### src/rtl/pwm_quad_pkg.sv
// Shared types for the four-channel modulator.
// Assumes: nothing beyond IEEE 1800-2017 packages.
package pwm_quad_pkg;

    // Counter direction profile for one period.
    typedef enum logic {
        CNT_SAWTOOTH = 1'b0,  // ramp up, restart at zero
        CNT_TRIANGLE = 1'b1   // ramp up, then ramp down
    } cnt_mode_e;

    // Default widths, used by the top module parameters.
    localparam int DEF_NUM_CH = 4;
    localparam int DEF_CNT_W  = 15;
    localparam int DEF_DIV_W  = 3;

endpackage

### src/rtl/pwm_prescaler.sv
// Tick generator: divides the clock by 2^sel.
// Assumes: sel only changes while en is low or on the cycle a tick is issued,
// so the running count never exceeds the new terminal value.
module pwm_prescaler #(
    parameter int DIV_W = 3
) (
    input  logic             clk,
    input  logic             rst_n,
    input  logic             en,
    input  logic [DIV_W-1:0] sel,
    output logic             tick
);
    localparam int PRE_W = (1 << DIV_W) - 1;

    logic [PRE_W-1:0] pre_cnt;
    logic [PRE_W-1:0] term;

    // Terminal count: the low sel bits set.
    always_comb begin
        for (int i = 0; i < PRE_W; i++) begin
            term[i] = (i < int'(sel));
        end
    end

    assign tick = en && (pre_cnt == term);

    // Free-running divider, cleared while idle and after each tick.
    always_ff @(posedge clk) begin
        if (!rst_n || !en || tick) begin
            pre_cnt <= '0;
        end else begin
            pre_cnt <= pre_cnt + PRE_W'(1);
        end
    end

    AST_PRE_IN_RANGE: assert property (@(posedge clk) disable iff (!rst_n)
        en |-> (pre_cnt <= term)) else $error("prescaler past terminal");

endmodule

### src/rtl/pwm_counter.sv
// Period counter: sawtooth 0..top or triangle 0..top..1, one step per tick.
// Raises wrap combinationally on the tick that closes a period.
// Assumes: top and mode change only when wrap is taken or run is low.
module pwm_counter
    import pwm_quad_pkg::*;
#(
    parameter int CNT_W = 15
) (
    input  logic             clk,
    input  logic             rst_n,
    input  logic             run,
    input  logic             tick,
    input  cnt_mode_e        mode,
    input  logic [CNT_W-1:0] top,
    output logic [CNT_W-1:0] cnt,
    output logic             wrap
);
    logic falling;   // triangle mode, down-ramp half
    logic at_top;
    logic small_top; // top of 0 or 1: the triangle closes at its peak

    assign at_top    = (cnt >= top);
    assign small_top = (top <= CNT_W'(1));

    // Detect the final tick of the period.
    always_comb begin
        if (mode == CNT_SAWTOOTH) begin
            wrap = tick && at_top;
        end else if (!falling) begin
            wrap = tick && at_top && small_top;
        end else begin
            wrap = tick && (cnt <= CNT_W'(1));
        end
    end

    // Step the count and the ramp direction.
    always_ff @(posedge clk) begin
        if (!rst_n || !run) begin
            cnt     <= '0;
            falling <= 1'b0;
        end else if (tick) begin
            if (wrap) begin
                cnt     <= '0;
                falling <= 1'b0;
            end else if (falling) begin
                cnt <= cnt - CNT_W'(1);
            end else if (!at_top) begin
                cnt <= cnt + CNT_W'(1);
            end else begin
                falling <= 1'b1;
                cnt     <= top - CNT_W'(1);
            end
        end
    end

    AST_CNT_LE_TOP: assert property (@(posedge clk) disable iff (!rst_n)
        run |-> (cnt <= top)) else $error("counter above top");

    AST_SAW_NO_FALL: assert property (@(posedge clk) disable iff (!rst_n)
        (mode == CNT_SAWTOOTH) |-> !falling) else $error("sawtooth ramping down");

endmodule

### src/rtl/pwm_channel.sv
// One output stage: compares the shared count with a threshold and applies
// the sense bit. Purely combinational.
// Assumes: cnt, thr and inv come from registers of the same clock domain.
module pwm_channel #(
    parameter int CNT_W = 15
) (
    input  logic             run,
    input  logic [CNT_W-1:0] cnt,
    input  logic [CNT_W-1:0] thr,
    input  logic             inv,
    output logic             out
);
    logic active;

    // Active while the count sits below the threshold.
    assign active = (cnt < thr);

    // Halted channels rest at the inactive level, which is the sense bit.
    assign out = run ? (active ^ inv) : inv;

endmodule

### src/rtl/pwm_quad.sv
// Four-channel pulse-width modulator on one shared counter.
// Holds the run state and the working copy of the settings, and captures the
// settings on start and at every period boundary. A stop request is kept
// pending until the boundary.
// Assumes: start_i and stop_i are synchronous to clk.
module pwm_quad
    import pwm_quad_pkg::*;
#(
    parameter int NUM_CH = DEF_NUM_CH,
    parameter int CNT_W  = DEF_CNT_W,
    parameter int DIV_W  = DEF_DIV_W
) (
    input  logic                            clk,
    input  logic                            rst_n,
    input  logic                            start_i,
    input  logic                            stop_i,
    input  logic                            center_i,
    input  logic [DIV_W-1:0]                div_sel_i,
    input  logic [CNT_W-1:0]                top_i,
    input  logic [NUM_CH*(CNT_W+1)-1:0]     duty_i,
    output logic [NUM_CH-1:0]               pwm_o,
    output logic                            period_end_o,
    output logic                            stopped_o
);
    localparam int DUTY_W = CNT_W + 1;

    logic                          running;
    logic                          stop_pend;
    cnt_mode_e                     wk_mode;
    logic [DIV_W-1:0]              wk_div;
    logic [CNT_W-1:0]              wk_top;
    logic [NUM_CH*DUTY_W-1:0]      wk_duty;

    logic                          tick;
    logic                          wrap;
    logic [CNT_W-1:0]              cnt;
    logic                          halt_now;
    logic                          capture;

    assign halt_now = wrap && (stop_pend || stop_i);
    assign capture  = (start_i && !running) || (wrap && !halt_now);

    // Run state, pending stop and the two strobes.
    always_ff @(posedge clk) begin
        if (!rst_n) begin
            running      <= 1'b0;
            stop_pend    <= 1'b0;
            period_end_o <= 1'b0;
            stopped_o    <= 1'b0;
        end else begin
            period_end_o <= wrap;
            stopped_o    <= halt_now;
            if (!running) begin
                running   <= start_i;
                stop_pend <= 1'b0;
            end else if (halt_now) begin
                running   <= 1'b0;
                stop_pend <= 1'b0;
            end else if (stop_i) begin
                stop_pend <= 1'b1;
            end
        end
    end

    // Working copy of the settings, refreshed only at boundaries.
    always_ff @(posedge clk) begin
        if (!rst_n) begin
            wk_mode <= CNT_SAWTOOTH;
            wk_div  <= '0;
            wk_top  <= '0;
            wk_duty <= '0;
        end else if (capture) begin
            wk_mode <= cnt_mode_e'(center_i);
            wk_div  <= div_sel_i;
            wk_top  <= top_i;
            wk_duty <= duty_i;
        end
    end

    pwm_prescaler #(.DIV_W(DIV_W)) u_pre (
        .clk   (clk),
        .rst_n (rst_n),
        .en    (running),
        .sel   (wk_div),
        .tick  (tick)
    );

    pwm_counter #(.CNT_W(CNT_W)) u_cnt (
        .clk   (clk),
        .rst_n (rst_n),
        .run   (running),
        .tick  (tick),
        .mode  (wk_mode),
        .top   (wk_top),
        .cnt   (cnt),
        .wrap  (wrap)
    );

    // One compare stage per channel, each fed from its duty word.
    for (genvar ch = 0; ch < NUM_CH; ch++) begin : g_ch
        pwm_channel #(.CNT_W(CNT_W)) u_ch (
            .run (running),
            .cnt (cnt),
            .thr (wk_duty[ch*DUTY_W +: CNT_W]),
            .inv (wk_duty[ch*DUTY_W + CNT_W]),
            .out (pwm_o[ch])
        );
    end

    AST_SETTINGS_HOLD: assert property (@(posedge clk) disable iff (!rst_n)
        (running && !wrap) |=> ($stable(wk_duty) && $stable(wk_top)
                                && $stable(wk_div) && $stable(wk_mode)))
        else $error("settings changed inside a period");

    AST_STOP_AT_BOUNDARY: assert property (@(posedge clk) disable iff (!rst_n)
        stopped_o |-> period_end_o) else $error("halt off boundary");

    AST_QUIET_AFTER_STOP: assert property (@(posedge clk) disable iff (!rst_n)
        stopped_o |=> !period_end_o) else $error("strobe after halt");

    AST_IDLE_NO_STROBE: assert property (@(posedge clk) disable iff (!rst_n)
        (!running && !start_i) |=> !period_end_o) else $error("strobe while idle");

endmodule

### config.mk
export PLATFORM = sky130hd
export DESIGN_NAME = pwm_quad
export DESIGN_NICKNAME = d
export VERILOG_FILES = /design/src/rtl/pwm_quad_pkg.sv /design/src/rtl/pwm_prescaler.sv /design/src/rtl/pwm_counter.sv /design/src/rtl/pwm_channel.sv /design/src/rtl/pwm_quad.sv
export SDC_FILE = /design/constraint.sdc
export NUM_CORES = 1
export LEC_CHECK = 0
export BUFFER_PORTS_ARGS = -buffer_cell sky130_fd_sc_hd__buf_2
export CAP_MARGIN = 20
export CORE_ASPECT_RATIO = 1.5
export CORE_UTILIZATION = 40
export CTS_CLUSTER_SIZE = 12
export DETAILED_ROUTE_END_ITERATION = 7
export PLACE_DENSITY_LB_ADDON = 0.1
export SLEW_MARGIN = 20
export SYNTH_ARGS = -nofsm -noshare
export SYNTH_HDL_FRONTEND = slang
export SYNTH_SLANG_ARGS = --single-unit
### constraint.sdc
create_clock -name clk -period 4.15 [get_ports clk]
set_input_delay 0.2075 -clock clk [delete_from_list [all_inputs] [get_ports clk]]
set_output_delay 0.2075 -clock clk [all_outputs]
set_load 0.01 [all_outputs]
# --- Word level (Yosys, flattened, before mapping) ---
# Index checks and enable logic that the tools add are counted.
# W data, S select, Z words.
word_totals:
  regBits: 110
  inputBits: 87
  output_inout_bits: 6
  word_cells: 65
op_classes:
  addsub: 4
  magnitude_cmp: 14
  eq_ne: 1
  n_mux: 14
  bitwise: 6
  n_reduce_logical: 15
op_table:
  columns: ["op", "count"]
  rows:
  - ["$lt A15 B15 Y1", 4]
  - ["$mux W15", 3]
  - ["$le A15 B1 Y1 const B", 2]
  - ["$sub A15 B1 Y15 const B", 2]
  - ["$add A15 B1 Y15 const B", 1]
  - ["$ge A15 B15 Y1", 1]
  - ["$mux W1", 11]
  - ["$lt A3 B3 Y1 const A", 3]
  - ["$add A7 B1 Y7 const B", 1]
  - ["$eq A7 B7 Y1", 1]
  - ["$logic_and A1 B1 Y1", 7]
  - ["$lt A1 B3 Y1 const A", 2]
  - ["$lt A2 B3 Y1 const A", 2]
  - ["$logic_or A1 B1 Y1", 4]
  - ["$xor A1 B1 Y1", 4]
  - ["$logic_not A1 Y1", 3]
  - ["$reduce_or A3 Y1", 1]
  - ["$not A1 Y1", 2]

# --- Logic depth before layout (Yosys ltp) ---
# Gate-level depths: netlist (run 1).
logic_depth:
  ltp_word: 11
  ltp_mapped: 12
  depth_no_buf: 9

# --- Cells and area by module ---
# From an unflattened synthesis (run 1), not the netlist that was laid out.
unflattened:
  cells_unflattened: 914
  area_unflattened_um2: 7504.7
by_module_without_submodules:
  columns: ["mod", "n_inst", "cells_per_inst", "area_per_inst_um2", "seq_area_each_um2"]
  rows:
  - ["pwm_quad", 1, 373, 3514.6, 1741.7]
  - ["pwm_counter", 1, 285, 2043.2, 320.3]
  - ["pwm_channel", 4, 50, 364.1, 0.0]
  - ["pwm_prescaler", 1, 56, 490.5, 140.1]

# --- Worst setup path after synthesis (run 1) ---
# No wires, ideal clock.
synth_path:
  path_type: "register to register"
  startpoint: "register u_cnt.cnt[0]"
  endpoint: "register u_cnt.cnt[10]"
  setup_time_ns: 0.117
  t_arrival_ns: 2.706
  t_required_ns: 4.033
  slack_ns: 1.328
  path_stages_with_launch: 13
  path_buffers: 3
  period_less_slack_ns: 2.822
  cell_sequence: "dfxtp_1 > clkbuf_1 > inv_1 > ha_1 > nor2b_1 > o21ai_0 > a31oi_1 > o41ai_2 > buf_2 > buf_2 > mux2i_1 > o32ai_1 > a22o_1"
synth_via:
  elab_chain_len: 6
  elab_cells_between_ends: 12
  classes_between: "add/sub: 2; order compare: 2; mux: 5; reduce/logical: 3"
synth_rtl:
  columns: ["item", "line", "rtl"]
  rows:
  - ["start, declared", "pwm_counter.sv:15", "output logic [CNT_W-1:0] cnt,"]
  - ["start signal, assigned", "pwm_counter.sv:46", "cnt <= cnt - CNT_W'(1);"]
  - ["start signal, assigned", "pwm_counter.sv:48", "cnt <= cnt + CNT_W'(1);"]
  - ["start signal, assigned", "pwm_counter.sv:51", "cnt <= top - CNT_W'(1);"]
  - ["$ge A15 B15 Y1", "pwm_counter.sv:22", "assign at_top = (cnt >= top);"]
  - ["$logic_and A1 B1 Y1", "pwm_counter.sv:28, pwm_counter.sv:30", null]
  - ["$logic_and A1 B1 Y1", "pwm_counter.sv:30", "wrap = tick && at_top && small_top;"]
  - ["$mux W1", "pwm_counter.sv:29", "end else if (!falling) begin"]
  - ["$mux W1", "pwm_counter.sv:27", "if (mode == CNT_SAWTOOTH) begin"]
  - ["$mux W15 (*)", "pwm_counter.sv:42", "if (wrap) begin"]
# Every way passes the cells marked *; elsewhere a longest branch is shown, timed or not.
# A chain may end at the register's enable or synchronous reset.

# --- Worst setup path in the final report (run 1) ---
layout_path:
  startpoint: "register u_cnt.cnt[5]"
  endpoint: "register wk_duty[20]"
layout_via:
  elab_chain_len: 9
  elab_cells_between_ends: 11
  classes_between: "order compare: 2; mux: 2; reduce/logical: 7"
layout_rtl:
  columns: ["item", "line", "rtl"]
  rows:
  - ["$ge A15 B15 Y1", "pwm_counter.sv:22", null]
  - ["$logic_and A1 B1 Y1", "pwm_counter.sv:28, pwm_counter.sv:30", null]
  - ["$logic_and A1 B1 Y1", "pwm_counter.sv:30", null]
  - ["$mux W1", "pwm_counter.sv:29", null]
  - ["$mux W1 (*)", "pwm_counter.sv:27", null]
  - ["$logic_and A1 B1 Y1", "pwm_quad.sv:40", "assign halt_now = wrap && (stop_pend || stop_i);"]
  - ["$logic_not A1 Y1", "pwm_quad.sv:41", "assign capture = (start_i && !running) || (wrap && !halt_now);"]
  - ["$logic_and A1 B1 Y1 (*)", "pwm_quad.sv:41", null]
  - ["$logic_or A1 B1 Y1 (*)", "pwm_quad.sv:41", null]
  - ["end signal, assigned", "pwm_quad.sv:76", "wk_duty <= duty_i;"]
  - ["end, declared", "pwm_quad.sv:32", "logic [NUM_CH*DUTY_W-1:0] wk_duty;"]
# Marks and branches as above.

==> results.md, run 1 <==
* Status: finished, final reports clean
* Drt first pass iters at 4
* Nets at between 1000 and 1500
* Insertion delay to the later sink of the worst-skew pair at 360 ps
* Slew Viols, Final at 0
* Flops & latches, synth at 110
* Sequential area share after synthesis at around 30%
* Top FF cell, synth: dfxtp_1
* Static leakage at between 0.004 and 0.005 uW
* Die area at between 15000 and 20000 um2
* Non-filler cells, final at roughly 1200
* Syn Inst Count at approximately 900
* DRT iter0 DRCs at between 300 and 400
* Setup Buffers After CTS at 0
* # rows at 60
* H-tree level count at 3
* Clock Root Buffer: clkbuf_16
* Post-synthesis net count at between 1000 and 1500
* R2R Setup Slk at between 600 and 700 ps
* Dpl cells at 1162
* Slowest CP cell: dfxtp_1
* Critical Path End Type: register
* Clk buf depth at 2
* Flop pwr share at 45.2%
* Min-Delay Endpoint: wk_duty[25]
* Congestion Overflow GR at 0
* Startpoint Class: register
* Largest net degree at the start of global routing at 126
* Area of the core at roughly 18000 um2
* TritonCTS clock tree: done
* Number of global-route vias before repair at 5866
* All-Layer GR Usage at about a fifth
* FFs w/ async S/R, synth at 0%
* Cell-by-cell trace of the critical path: ha_1, a21o_1, a221o_1, a31oi_1, o41ai_4, a21oi_1, o32a_2, buf_12, mux2i_1
* Netlist cell types at 50
* Clock power share at 34.1%
* Via count at between 6000 and 7000
* Placed Area at approximately 8000 um2
* WL/cell at roughly 16 um
* Antenna Diode Count at 0
* IO Pins at 93
* Hold-critical path depth at 3
* Final wirelength at roughly 18000 um
* Initial antenna violation count at 0
* Die H at ~170 um
* Unrepaired setup endpoints after global routing: false
* First-pass GRT wire length at about 30000 um
* Max Cap Viol at 0
* CP arrival at ~3800 ps
* Die width at between 100 and 150 um
* Synth warn at 0
* Detail Route Antenna Nets at 0
* Cells on worst reg2reg path at 9
* Via density at 5.17
* Overall Power at around 2600 uW
* Fraction of final layout cells sized beyond drive strength 1 at between 15 and 20%
* Critical path class: register to register
* Drt drc at 0
* Hold Violations, Final at 0
* FF+latch area at around 2200 um2
* Max Freq at ~290 MHz
* Mapped Avg Cell Area at 8.27 um2
* Post-layout min period at around 3500 ps
* Final Setup Violations at 0
* Top delay family on crit path: compound AO/OA/AOI/OAI gates
* Hold_buf cts at 0
* Crit path max fanout at 72
* Number of synthesized flops with an enable pin at 0
* Worst flop-to-flop path endpoint: wk_duty[20]
* Fill cell count at ~1900
* TritonCTS buffer count at 9
* Worst EP required at approximately 4400 ps
* TNS Setup at 0 ps
* Final cycle utilization of the critical path at 83.6%
* Post-DP HPWL at 13200 um
* Multi-input logic area at 4590 um2
* Sw frac at a little under 30%
* # resized after CTS at 0
* CP peak stage delay at roughly 700 ps
* Post-Syn Area at between 7000 and 8000 um2
* P&R area growth vs syn at 11.9%
* IO buf count at between 90 and 100
* Slew HR at about a third
* TritonCTS Sinks at 110
* Routability cong. at 0.810
* Psw at approximately 770 uW
* Setup clock skew after layout at ~7.8 ps
* Int Power at 1810 uW
* Initial Util at approximately two fifths
* Design Area, Final at roughly 8300 um2
* Slew @ Worst Pin at 996 ps
* Worst hold start: duty_i[25]
* Post-layout util at between 40% and 50%
* Combinational group share of total power at roughly a fifth
* PwrDens at around 310 nW/um2
* RR Startpoint: u_cnt.cnt[5]
* Reg clk slew, reported paths at around 80 ps
* Peak VDD IR at 0.185 mV
* Worst Path Buf+Inv at 1
* Worst hold path class: input pin to register
layer usage:
| layer | GRT usage [%] | up-vias | wire [um] |
|---|---|---|---|
| met5 | 0 | - | 0 |
| met1 | 23.9 | 2791 | 7880 |
| met4 | 6.64 | 0 | 305 |
| li1 | - | 3158 | - |
| met2 | 37.8 | 116 | 9580 |
| met3 | 2.20 | 20 | 649 |
power by group through the flow:
stage | registers [uW] | logic, uW | clock network, uW
6_report | 1160 | 534 | 878
5_1_grt | 1170 | 604 | 945
4_1_cts | 1160 | 546 | 908
3_5_place_dp | 1190 | 543 | 0
3_3_place_gp | 1190 | 539 | 0
2_1_floorplan | 1170 | 417 | 0
registers in the layout (all words and copies together) (netlist names):
name and cells:
stopped_o 1, u_cnt.falling 1, u_pre.pre_cnt 7, wk_top 15, wk_div 3, running 1
wk_mode 1, period_end_o 1, u_cnt.cnt 15, wk_duty 64, stop_pend 1
synth_stat cells (all sizes together), types with 3 or more instances:
library cell / instances / area share, %
a31o: 11 / 1.3
nor3: 7 / 0.54
buf: 22 / 2.5
xor2: 10 / 1.2
dfxtp: 110 / 30
nor2b: 11 / 0.93
a21o: 19 / 1.9
nand2b: 10 / 0.85
nand2: 195 / 9.9
nor4: 5 / 0.68
a22o: 15 / 1.8
and3: 20 / 1.7
clkbuf: 32 / 1.6
or3: 7 / 0.59
nor2: 18 / 0.92
a21oi: 27 / 1.8
o211ai: 5 / 0.51
xnor2: 23 / 2.7
or2: 3 / 0.25
inv: 79 / 4.0
nand4: 14 / 1.2
mux2i: 96 / 13
a2111oi: 5 / 0.85
nand3: 20 / 1.4
o22ai: 7 / 0.59
ha: 77 / 13
and2: 6 / 0.51
o41ai: 3 / 0.56
o21ai: 17 / 1.2
worst max path at each step:
stage                             from             to  depth (start not counted)
after floorplan           u_cnt.cnt[0]  u_cnt.cnt[10]                         12
after global placement    u_cnt.cnt[5]    wk_duty[23]                          9
after detailed placement  u_cnt.cnt[5]     wk_top[13]                          9
after CTS                 u_cnt.cnt[5]     wk_top[13]                          9
after global routing      u_cnt.cnt[5]     wk_duty[1]                          9
final                     u_cnt.cnt[5]    wk_duty[20]                          9
logic make-up after synthesis:
family	after synthesis	synth area share, %
buffers and inverters	133	8.12
multiplexers	96	13.0
XOR/XNOR	33	3.92
adder cells (fa/ha/maj)	77	13.1
AND/OR/NAND/NOR	321	20.0
AO/OA/AOI/OAI	122	12.0
flip-flops	110	29.9
final cells by class:
cell class | instances | share of cell area (%)
clock inverters | 5 | 0.515
repair buffers | 107 | 7.27
clock buffers | 11 | 3.06
well taps | 217 | 3.29
inverters | 79 | 3.59
multi-input cells | 649 | 55.6
flip-flops and latches | 110 | 26.7
metrics by stage:
stage                     setup slack (ps)  hold WS, ps
after CTS                              641         67.9
after global routing                   461         80.4
after detailed placement               663          452
after floorplan                       1330          346
after global placement                 791          445
final                                  680         76.8
layout by cell type (no fill, tap or decap), types with 2 or more instances in the layout:
cell,synthesis,final
a2111oi_0,4,4
a211oi_1,2,2
a21o_1,19,19
a21oi_1,27,27
a22o_1,15,15
a31o_2,11,11
a31oi_1,2,2
and2_1,5,5
and3_1,20,20
buf_12,0,2
buf_2,5,91
buf_4,7,14
clkbuf_16,0,9
clkbuf_8,0,2
clkinv_4,0,3
dfxtp_1,110,110
ha_1,77,77
inv_1,79,79
mux2i_1,96,96
nand2_1,195,195
nand2b_1,10,10
nand3_1,20,20
nand4_1,14,14
nor2_1,18,18
nor2b_1,11,10
nor3_1,6,6
nor3b_1,2,2
nor4_1,2,2
nor4_2,3,3
o211ai_1,5,5
o21ai_0,17,17
o22ai_1,7,7
o31ai_1,2,2
o32ai_1,2,2
or2_2,3,3
or3_1,7,7
xnor2_1,23,23
xor2_1,10,10
worst min-delay path, cell delays in order:
cell,delay (ps)
buf_2,90
nand2_1,40
mux2i_1,50
Power figures use the tool's default switching activity.
==> run 2: changes to the inputs <==
==> constraint.sdc (replaced) <==
create_clock -name clk -period 3.5 [get_ports clk]
set_input_delay 0.175 -clock clk [delete_from_list [all_inputs] [get_ports clk]]
set_output_delay 0.175 -clock clk [all_outputs]
set_load 0.01 [all_outputs]
==> run 2 against run 1 <==
Flip-flop and latch count unchanged; clock-buffer cell count unchanged; clock power up 21%; non-clock buffer count up 12; clock skew up 3.4 ps; final cell count up 1.0%; critical path depth down 1; design area up 1.4%; sequential power up 19%; critical endpoint is now pwm_o[0]; first-iteration DRC count up 22%.
==> results.md, run 2 (same netlist as run 1, synthesis figures left out) <==
* Largest register FFs at 64
* M1 WL at ~8400 um
* Top delay family on crit path: compound AO/OA/AOI/OAI gates
* RR Startpoint: wk_top[2]
* Slew HR at between 50% and 60%
* Crit path max fanout at 12
* IO Pins at 93
* Unrepaired setup endpoints after global routing: false
* # rows at 60
* Insertion delay to the later sink of the worst-skew pair at roughly 360 ps
* Fill cell count at about 1900
* TritonCTS clock tree: done
* DR top layer: met4
* Initial Util at around two fifths
* All-Layer GR Usage at around 20%
* CP peak stage delay at ~750 ps
* Via density at 5.22
* Max Cap Viol at 0
* Instance count on the critical path at 8
* # resized after CTS at 0
* Routability cong. at between 0.8 and 0.9
* DRT iter0 DRCs at 454
* Combinational group share of total power at 21.0%
* Critical Path End Type: primary output
* P&R area growth vs syn at 13.5%
* Worst EP required at 3320 ps
* Cells on worst reg2reg path at 10
* Clk buf depth at 2
* TritonCTS buffer count at 9
* Die H at ~170 um
* PwrDens at around 370 nW/um2
* Die area at between 15000 and 20000 um2
* Antenna Diode Count at 0
* Post-layout min period at ~3100 ps
* Int Power at approximately 2200 uW
* Via count at between 6000 and 7000
* Max Freq at around 330 MHz
* Slew @ Worst Pin at 660 ps
* Status: finished, final reports clean
* TritonCTS Sinks at 110
* Startpoint Class: register
* Setup clock skew after layout at between 10 and 15 ps
* Cell-by-cell trace of the critical path: ha_1, a21o_1, a21oi_1, nor2b_1, a2111oi_0, o21ai_0, xnor2_1, buf_2
* Clock Root Buffer: clkbuf_16
* Commonest cells after routing, fill and taps aside: nand2_1 (195), dfxtp_1 (110), mux2i_1 (96), buf_2 (91), inv_1 (79)
* IO buf count at 92
* Psw at between 800 and 900 uW
* Commonest non-fill, non-tap cell in the layout: nand2_1
* CP Capture Point: pwm_o[0]
* Area of the core at 18000 um2
* Most flop-heavy register: wk_duty
* Worst flop-to-flop path endpoint: wk_duty[8]
* Met2 routed WL at between 9000 and 10000 um
* Multi-input logic area at 4590 um2
* Biggest regs: wk_duty (64), u_cnt.cnt (15), wk_top (15)
* R2R Setup Slk at roughly 700 ps
* Final cycle utilization of the critical path at 87.9%
* Hold_buf cts at 0
* Post-DP HPWL at around 14000 um
* TNS Setup at 0 ps
* CP arrival at roughly 2900 ps
* Die width at ~110 um
* Met3 wire length at between 500 and 600 um
* Sw frac at 29.1%
* Reg clk slew, reported paths at 80 ps
* Critical Path Start: u_cnt.cnt[9]
* Final wirelength at approximately 19000 um
* Initial antenna violation count at 0
* Placed Area at a little over 8000 um2
* Drt drc at 0
* WL/cell at 15.6 um
* Flop pwr share at 44.6%
* Largest net degree at the start of global routing at 61
* Hold Violations, Final at 0
* Detail Route Antenna Nets at 0
* Worst Path Buf+Inv at 1
* Slew Viols, Final at 0
* Critical path class: register to primary output
* Hold-critical path depth at 3
* Peak VDD IR at ~0.22 mV
* Clock power share at between 30% and 40%
* H-tree level count at 3
* Static leakage at approximately 0.0041 uW
* Worst hold path class: input pin to register
* Congestion Overflow GR at 0
* Nets at ~1100
* Number of global-route vias before repair at between 5000 and 6000
* Slowest CP cell: dfxtp_1
* FF+latch area at roughly 2200 um2
* Drt first pass iters at 5
* Setup Buffers After CTS at 0
* First-pass GRT wire length at a little under 30000 um
* Final Setup Violations at 0
* Design Area, Final at 8370 um2
* Fraction of final layout cells sized beyond drive strength 1 at around 16%
[run 2: cell count changes in the layout (fill, tap and decap cells not counted), moves of 2 or more]
cell	previous run	this run
buf_12	2	4
clkbuf_1	0	2
clkbuf_8	2	0
buf_4	14	24
[run 2: worst min path at each step]
| stage | start | to | slack [ps] |
|---|---|---|---|
| after global placement | duty_i[50] | wk_duty[50] | 420 |
| after global routing | duty_i[3] | wk_duty[3] | 40 |
| final | duty_i[50] | wk_duty[50] | 40 |
| after CTS | duty_i[50] | wk_duty[50] | 30 |
| after floorplan | div_sel_i[0] | wk_div[0] | 310 |
| after detailed placement | duty_i[21] | wk_duty[21] | 420 |
[run 2: area by class of cell]
class                           count  share of cell area (%)
Clock buffer                       11                    2.78
Tap cell                          217                    3.24
Multi-Input combinational cell    649                    54.8
Sequential cell                   110                    26.3
Clock inverter                      5                   0.807
Timing Repair Buffer              119                    8.55
Inverter                           79                    3.54
[run 2: power groups by stage]
stage                     combinational, uW  clock (uW)  sequential (uW)
after global placement                  653           0             1410
after global routing                    726        1150             1390
after detailed placement                657           0             1410
after floorplan                         495           0             1390
final                                   650        1060             1380
after CTS                               661        1100             1380
[run 2: routing by layer]
layer	vias to the layer above	global-route usage (%)
met5	-	0
met4	0	7.89
met3	29	2.70
met2	109	35.2
met1	2870	25.1
li1	3201	-
[run 2: worst register-to-register path, cell delays in order (launching register included)]
cell and delay (ps):
dfxtp_1 420, inv_1 110, ha_1 310, nand2_1 50, o21ai_0 170, a31oi_1 160
o41ai_4 510, a21oi_1 160, o32a_2 430, buf_12 200, mux2i_1 170
[run 2: stage by stage]
step           setup slack, ps  util [%]  cells  hold WS [ps]  power (uW)
2_1_floorplan              678         -    892           314        1890
3_3_place_gp               734      44.8   1174           421        2060
3_5_place_dp               737      44.8   1174           424        2060
4_1_cts                    341      46.5   1190          30.4        3140
5_1_grt                    239      46.5   1190          39.2        3260
6_report                   425      46.5   1190          44.1        3090
